--- src/rtl/hsem_pkg.sv ---
package hsem_pkg;

    typedef enum logic [1:0] {
        TOK_FREE  = 2'b00,
        TOK_LEFT  = 2'b01,
        TOK_RIGHT = 2'b10
    } tok_owner_e;

    typedef struct packed {
        tok_owner_e owner;
        logic       left_wait;
        logic       right_wait;
    } tok_state_t;

    typedef struct packed {
        logic wr_en;
        logic wr_bit;
        logic rd_en;
    } port_cmd_t;

    localparam tok_state_t TOK_RESET = '{owner: TOK_FREE, left_wait: 1'b0, right_wait: 1'b0};

    // One port's write applied to one token state.
    function automatic tok_state_t tok_apply(tok_state_t s, logic from_left, logic wbit);
        tok_state_t n;
        tok_owner_e mine;
        tok_owner_e theirs;
        logic       my_wait;
        logic       their_wait;
        n          = s;
        mine       = from_left ? TOK_LEFT : TOK_RIGHT;
        theirs     = from_left ? TOK_RIGHT : TOK_LEFT;
        my_wait    = from_left ? s.left_wait : s.right_wait;
        their_wait = from_left ? s.right_wait : s.left_wait;
        if (!wbit) begin
            if (s.owner == TOK_FREE) begin
                n.owner = mine;
            end else if (s.owner == theirs) begin
                my_wait = 1'b1;
            end
        end else if (s.owner == mine) begin
            if (their_wait) begin
                n.owner    = theirs;
                their_wait = 1'b0;
            end else begin
                n.owner = TOK_FREE;
            end
        end else begin
            my_wait = 1'b0;
        end
        if (from_left) begin
            n.left_wait  = my_wait;
            n.right_wait = their_wait;
        end else begin
            n.right_wait = my_wait;
            n.left_wait  = their_wait;
        end
        return n;
    endfunction

endpackage

--- src/rtl/hsem_port_decode.sv ---
module hsem_port_decode
    import hsem_pkg::*;
#(
    parameter int ADDR_W = 15,
    parameter int IDX_W  = 3
) (
    input  logic              sel,
    input  logic              mce,
    input  logic              we,
    input  logic              re,
    input  logic [ADDR_W-1:0] addr,
    input  logic              wbit,
    output port_cmd_t         cmd,
    output logic [IDX_W-1:0]  idx
);

    logic access;
    logic unused_hi;

    always_comb begin
        access     = sel && !mce;
        cmd.wr_en  = access && we;
        cmd.rd_en  = access && re;
        cmd.wr_bit = wbit;
        idx        = addr[IDX_W-1:0];
    end

    assign unused_hi = ^addr[ADDR_W-1:IDX_W];

endmodule

--- src/rtl/hsem_token.sv ---
module hsem_token
    import hsem_pkg::*;
(
    input  logic       clk,
    input  logic       rst_n,
    input  logic       l_wr,
    input  logic       l_bit,
    input  logic       r_wr,
    input  logic       r_bit,
    output tok_state_t st
);

    tok_state_t st_d, st_q;

    always_comb begin
        st_d = st_q;
        if (l_wr) st_d = tok_apply(st_d, 1'b1, l_bit);
        if (r_wr) st_d = tok_apply(st_d, 1'b0, r_bit);
    end

    always_ff @(posedge clk) begin
        if (!rst_n) st_q <= TOK_RESET;
        else        st_q <= st_d;
    end

    assign st = st_q;


    left_wait_chk: assert property (@(posedge clk) disable iff (!rst_n)
        st_q.left_wait |-> st_q.owner == TOK_RIGHT);

    right_wait_chk: assert property (@(posedge clk) disable iff (!rst_n)
        st_q.right_wait |-> st_q.owner == TOK_LEFT);

    handover_chk: assert property (@(posedge clk) disable iff (!rst_n)
        (st_q.owner == TOK_LEFT && st_q.right_wait && l_wr && l_bit && !r_wr)
        |=> (st_q.owner == TOK_RIGHT && !st_q.right_wait));

    free_release_chk: assert property (@(posedge clk) disable iff (!rst_n)
        (st_q.owner == TOK_LEFT && !st_q.right_wait && l_wr && l_bit && !r_wr)
        |=> st_q.owner == TOK_FREE);

    tie_left_chk: assert property (@(posedge clk) disable iff (!rst_n)
        (st_q.owner == TOK_FREE && l_wr && !l_bit && r_wr && !r_bit)
        |=> (st_q.owner == TOK_LEFT && st_q.right_wait));

    idle_hold_chk: assert property (@(posedge clk) disable iff (!rst_n)
        (!l_wr && !r_wr) |=> $stable(st_q));

endmodule

--- src/rtl/hsem_rd_capture.sv ---
module hsem_rd_capture #(
    parameter int DATA_W = 8
) (
    input  logic              clk,
    input  logic              rst_n,
    input  logic              rd_en,
    input  logic              bit_val,
    output logic [DATA_W-1:0] rdata
);

    typedef struct packed {
        logic [DATA_W-1:0] data;
    } cap_t;

    cap_t cap_d, cap_q;

    always_comb begin
        cap_d = cap_q;
        if (rd_en) cap_d.data = {DATA_W{bit_val}};
    end

    always_ff @(posedge clk) begin
        if (!rst_n) cap_q <= '{data: '1};
        else        cap_q <= cap_d;
    end

    assign rdata = cap_q.data;


    cap_hold_chk: assert property (@(posedge clk) disable iff (!rst_n)
        !rd_en |=> $stable(cap_q));

    cap_uniform_chk: assert property (@(posedge clk) disable iff (!rst_n)
        (cap_q.data == '0) || (cap_q.data == '1));

endmodule

--- src/rtl/hsem_bank.sv ---
module hsem_bank
    import hsem_pkg::*;
#(
    parameter int NUM_TOK = 8,
    parameter int ADDR_W  = 15,
    parameter int DATA_W  = 8
) (
    input  logic              clk,
    input  logic              rst_n,
    input  logic              lft_sel,
    input  logic              lft_mce,
    input  logic              lft_we,
    input  logic              lft_re,
    input  logic [ADDR_W-1:0] lft_addr,
    input  logic              lft_wbit,
    output logic [DATA_W-1:0] lft_rdata,
    input  logic              rgt_sel,
    input  logic              rgt_mce,
    input  logic              rgt_we,
    input  logic              rgt_re,
    input  logic [ADDR_W-1:0] rgt_addr,
    input  logic              rgt_wbit,
    output logic [DATA_W-1:0] rgt_rdata
);

    localparam int IDX_W = (NUM_TOK > 1) ? $clog2(NUM_TOK) : 1;

    port_cmd_t        l_cmd, r_cmd;
    logic [IDX_W-1:0] l_idx, r_idx;
    logic [NUM_TOK-1:0] lft_view, rgt_view;

    hsem_port_decode #(.ADDR_W(ADDR_W), .IDX_W(IDX_W)) u_dec_l (
        .sel(lft_sel), .mce(lft_mce), .we(lft_we), .re(lft_re),
        .addr(lft_addr), .wbit(lft_wbit), .cmd(l_cmd), .idx(l_idx)
    );

    hsem_port_decode #(.ADDR_W(ADDR_W), .IDX_W(IDX_W)) u_dec_r (
        .sel(rgt_sel), .mce(rgt_mce), .we(rgt_we), .re(rgt_re),
        .addr(rgt_addr), .wbit(rgt_wbit), .cmd(r_cmd), .idx(r_idx)
    );

    for (genvar t = 0; t < NUM_TOK; t++) begin : g_tok
        localparam logic [IDX_W-1:0] TI = IDX_W'(t);
        tok_state_t st;
        logic       l_hit, r_hit;

        assign l_hit = l_cmd.wr_en && (l_idx == TI);
        assign r_hit = r_cmd.wr_en && (r_idx == TI);

        hsem_token u_tok (
            .clk(clk), .rst_n(rst_n),
            .l_wr(l_hit), .l_bit(l_cmd.wr_bit),
            .r_wr(r_hit), .r_bit(r_cmd.wr_bit),
            .st(st)
        );

        assign lft_view[t] = (st.owner != TOK_LEFT);
        assign rgt_view[t] = (st.owner != TOK_RIGHT);
    end

    hsem_rd_capture #(.DATA_W(DATA_W)) u_cap_l (
        .clk(clk), .rst_n(rst_n), .rd_en(l_cmd.rd_en),
        .bit_val(lft_view[l_idx]), .rdata(lft_rdata)
    );

    hsem_rd_capture #(.DATA_W(DATA_W)) u_cap_r (
        .clk(clk), .rst_n(rst_n), .rd_en(r_cmd.rd_en),
        .bit_val(rgt_view[r_idx]), .rdata(rgt_rdata)
    );


    excl_owner_chk: assert property (@(posedge clk) disable iff (!rst_n)
        (~lft_view & ~rgt_view) == '0);

    lft_ignore_chk: assert property (@(posedge clk) disable iff (!rst_n)
        (!lft_sel || lft_mce) |=> $stable(lft_rdata));

    rgt_ignore_chk: assert property (@(posedge clk) disable iff (!rst_n)
        (!rgt_sel || rgt_mce) |=> $stable(rgt_rdata));

endmodule

--- config.mk ---
export PLATFORM = sky130hd
export DESIGN_NAME = hsem_bank
export DESIGN_NICKNAME = d
export VERILOG_FILES = /design/src/rtl/hsem_pkg.sv /design/src/rtl/hsem_port_decode.sv /design/src/rtl/hsem_token.sv /design/src/rtl/hsem_rd_capture.sv /design/src/rtl/hsem_bank.sv
export SDC_FILE = /design/constraint.sdc
export NUM_CORES = 1
export LEC_CHECK = 0
export BUFFER_PORTS_ARGS = -buffer_cell sky130_fd_sc_hd__buf_2
export CAP_MARGIN = 20
export CORE_UTILIZATION = 57
export CTS_CLUSTER_SIZE = 8
export DETAILED_ROUTE_END_ITERATION = 12
export PLACE_DENSITY = 0.85
export SETUP_SLACK_MARGIN = 0.2
export SLEW_MARGIN = 5
export SYNTH_ARGS = -nofsm -noshare
export SYNTH_HDL_FRONTEND = slang
export SYNTH_SLANG_ARGS = --single-unit
--- constraint.sdc ---
create_clock -name clk -period 4.4 [get_ports clk]
set_input_delay 0.44 -clock clk [delete_from_list [all_inputs] [get_ports clk]]
set_output_delay 0.44 -clock clk [all_outputs]
set_load 0.01 [all_outputs]
==> summary.md <==
| Metric | Value |
|---|---|
| Status | `finished, final reports clean` |
| WL per Instance | `16.4 microns` |
| CP Capture Point | `g_tok[1].u_tok.st[3]$_SDFF_PN0_` |
| RSZ-0062 raised after global routing | `no` |
| Worst setup path start | `lft_mce` |
| Post-detail-place hpwl | `3.93 mm` |
| Syn Inst Count | `278` |
| Seq cells post-synth | `34` |
| Post-layout min period | `2.08 ns` |
| Post-synthesis compound-gate area fraction | `28.2%` |
| CTS tree | `yes` |
| Initial Utilization | `60.8%` |
| Crit end category | `flip-flop` |
| Largest net degree at the start of global routing | `31` |
| Adder-cell area share of the yosys netlist | `0%` |
| Area leader, netlist | `dfxtp_1` |
| H-tree levels | `2` |
| R2R setup slack | `2.78 ns` |
| Gr usage total | `28.4%` |
| Clock Pin Slew Worst Setup and Hold Paths | `0.07 ns` |
| Worst min-delay path category | `primary input to flip-flop` |
| Area Growth Syn to Fin | `7.70%` |
| Post-synth top flop | `dfxtp_1` |
| Post-synthesis xor/xnor area fraction | `0%` |
| Final count of hold timing violations | `0` |
| Clock Skew | `0.00483 ns` |
| Fraction of layout cells with a size suffix above 1 | `19.2%` |
| DP Area | `2360 sq um` |
| N_diodes | `0` |
| Synth cell types | `56` |
| Final GP Congestion | `0.970` |
| Final setup violation count | `0` |
| Power Density | `267 nW/um^2` |
| Synth top area cells | `dfxtp_1 (30%), buf_4 (4.6%), nand2_1 (4.1%)` |
| Worst R2R Path Depth | `4` |
| Pleak | `0.000831 uW` |
| Period utilisation layout | `47.3%` |
| Seq/Total Area, Yosys | `29.7%` |
| Worst Path Required | `4.58 ns` |
| Crit path kind | `primary input to flip-flop` |
| First-pass GRT wire length | `9.21 mm` |
| Most frequent cells in the layout | `dfxtp_1 (34), buf_2 (33), nand2_1 (25)` |
| Async SR Flop Fraction | `0%` |
| Peak supply drop | `0.187 mV` |
| Worst Tran Pin Value | `0.631 ns` |
| Final routed DRC violation total | `0` |
| Slew margin rel. | `57.4%` |
| Drt pass-1 iters | `5` |
| Worst Path Max Fanout | `9` |
| Synth top area share | `29.7%` |
| Most common cell after layout, fill and taps aside | `dfxtp_1` |
| Simple-gate portion of the synthesized area | `25.9%` |
| Final ANT Viol Nets | `0` |
| Drt initial violations | `259` |
| Top sig layer | `met4` |
| Met2 Routed Length | `2.62 mm` |
| Setup TNS | `0 ns` |
| Buffers on Ports | `33` |
| Cts repair resizes | `0` |
| Metal-1 WL | `2.53 mm` |
| CP startpoint kind | `primary input` |
| CTS hold repair buffers | `0` |
| Clk buf depth | `2` |
| Max-Cap Viols | `0` |
| Final #Nets | `333` |
| Die H | `65.4 microns` |
| Initial antenna violation count | `0` |
| Reg2reg start | `g_tok[1].u_tok.st[3]$_SDFF_PN0_` |
| Syn. warnings | `0` |
| Pins Over Slew Limit | `0` |
| Worst EP arrival | `2.26 ns` |
| Fmax | `480 MHz` |
| EDFF count, synth | `0` |
| Syn avg cell area | `8.25 sq um` |
| Root buf cell | `clkbuf_8` |
| Mapped Nets | `320` |
| Met3 wire len | `349 microns` |
| Mux contribution to synthesized area | `8.30%` |
| Reg2reg end | `g_tok[1].u_tok.st[3]$_SDFF_PN0_` |
| Final global-route overflow total | `0` |
| Number of global-route vias before repair | `2016` |
| Cts bufs inserted | `5` |
| Filler instances | `325` |
| Main combinational cell family by area after synthesis | `compound AO/OA/AOI/OAI gates` |
| CTS Sinks | `34` |
| Routed vias/inst | `6.44` |
| Finished Cell Area | `2470 sq um` |
| Die X | `65.4 microns` |
| DR vias | `2189` |
| FP Rows | `22` |
| Post-Syn Area | `2290 sq um` |
| Clk_lat worst skew | `0.29 ns` |
| Routed Wire Length | `5.59 mm` |
| Core ar. | `3770 sq um` |
| Total Die Area | `4280 sq um` |
| Post CTS Setup Buffer Count | `0` |
| # IOs | `58` |
==> cells by family (layout without fill, tap and decap cells) <==
logic type / count (synthesis) / count (layout)
flops: 34 / 34
mux: 12 / 12
compound gates: 92 / 92
simple gates: 107 / 107
buf+inv: 33 / 47
==> cells in the mapped netlist, types with 3 or more instances <==
master	instances
a21boi_0	5
a21oi_1	15
a22o_1	4
a311oi_1	3
a31oi_1	8
a41oi_1	5
buf_2	4
buf_4	14
clkbuf_1	8
dfxtp_1	34
inv_1	6
mux2_2	6
mux4_2	4
nand2_1	25
nand2b_1	11
nand3_1	3
nand4_1	3
nor2_1	15
nor2b_1	15
nor3_1	14
nor4_1	3
o211ai_1	6
o21a_1	3
o21ai_0	14
o31ai_1	10
==> through the flow <==
step	total power [uW]	util, %	hold WS, ns	cells	setup WS [ns]
2_1_floorplan	370	-	0.453	278	2.56
3_3_place_gp	388	62.5	0.480	332	2.08
3_5_place_dp	389	62.5	0.483	332	2.05
4_1_cts	661	65.5	0.471	340	2.35
5_1_grt	686	65.5	0.495	340	2.20
6_report	659	65.5	0.472	340	2.32
==> flip-flops by register name, indices dropped and copies added (netlist names) <==
signal / count
u_cap_r.rdata: 1
u_cap_l.rdata: 1
g_tok.u_tok.st: 32
==> how the worst min path moves through the flow <==
stage | from | to | slack [ns] | cells after the start
6_report | rgt_re | u_cap_r.rdata[0]$_SDFFE_PN1P_ | 0.47 | 3
3_5_place_dp | g_tok[0].u_tok.st[0]$_SDFF_PN0_ | g_tok[0].u_tok.st[0]$_SDFF_PN0_ | 0.48 | 2
5_1_grt | rgt_re | u_cap_r.rdata[0]$_SDFFE_PN1P_ | 0.49 | 3
4_1_cts | rgt_re | u_cap_r.rdata[0]$_SDFFE_PN1P_ | 0.47 | 3
3_3_place_gp | g_tok[0].u_tok.st[0]$_SDFF_PN0_ | g_tok[0].u_tok.st[0]$_SDFF_PN0_ | 0.48 | 2
2_1_floorplan | g_tok[0].u_tok.st[0]$_SDFF_PN0_ | g_tok[0].u_tok.st[0]$_SDFF_PN0_ | 0.45 | 2
==> power by group <==
part	switching [uW]	internal, uW
logic	46.1	24.3
registers	3.29	310
clock network	117	158
total	167	492
==> critical path, cell delays in order <==
cell and delay, ns:
buf_2 0.11, nand4bb_1 0.44, nor3_1 0.52, mux2_2 0.43, o211ai_1 0.21, o31ai_1 0.10
==> area by class of cell <==
| class | instances | area [sq um] | area share, % |
|---|---|---|---|
| Timing Repair Buffer | 33 | 165 | 6.69 |
| Multi-Input combinational cell | 211 | 1430 | 57.9 |
| Inverter | 6 | 22.5 | 0.912 |
| Tap cell | 48 | 60.1 | 2.43 |
| Sequential cell | 34 | 681 | 27.6 |
| Clock buffer | 8 | 110 | 4.46 |
==> routing by layer <==
metal / track usage [%] / vias up
met2: 45.9 / 86
met1: 37.8 / 1014
met4: 11.1 / 0
met3: 4.17 / 10
li1: - / 1079
met5: 0 / -
(Power assumes the default switching activity.)
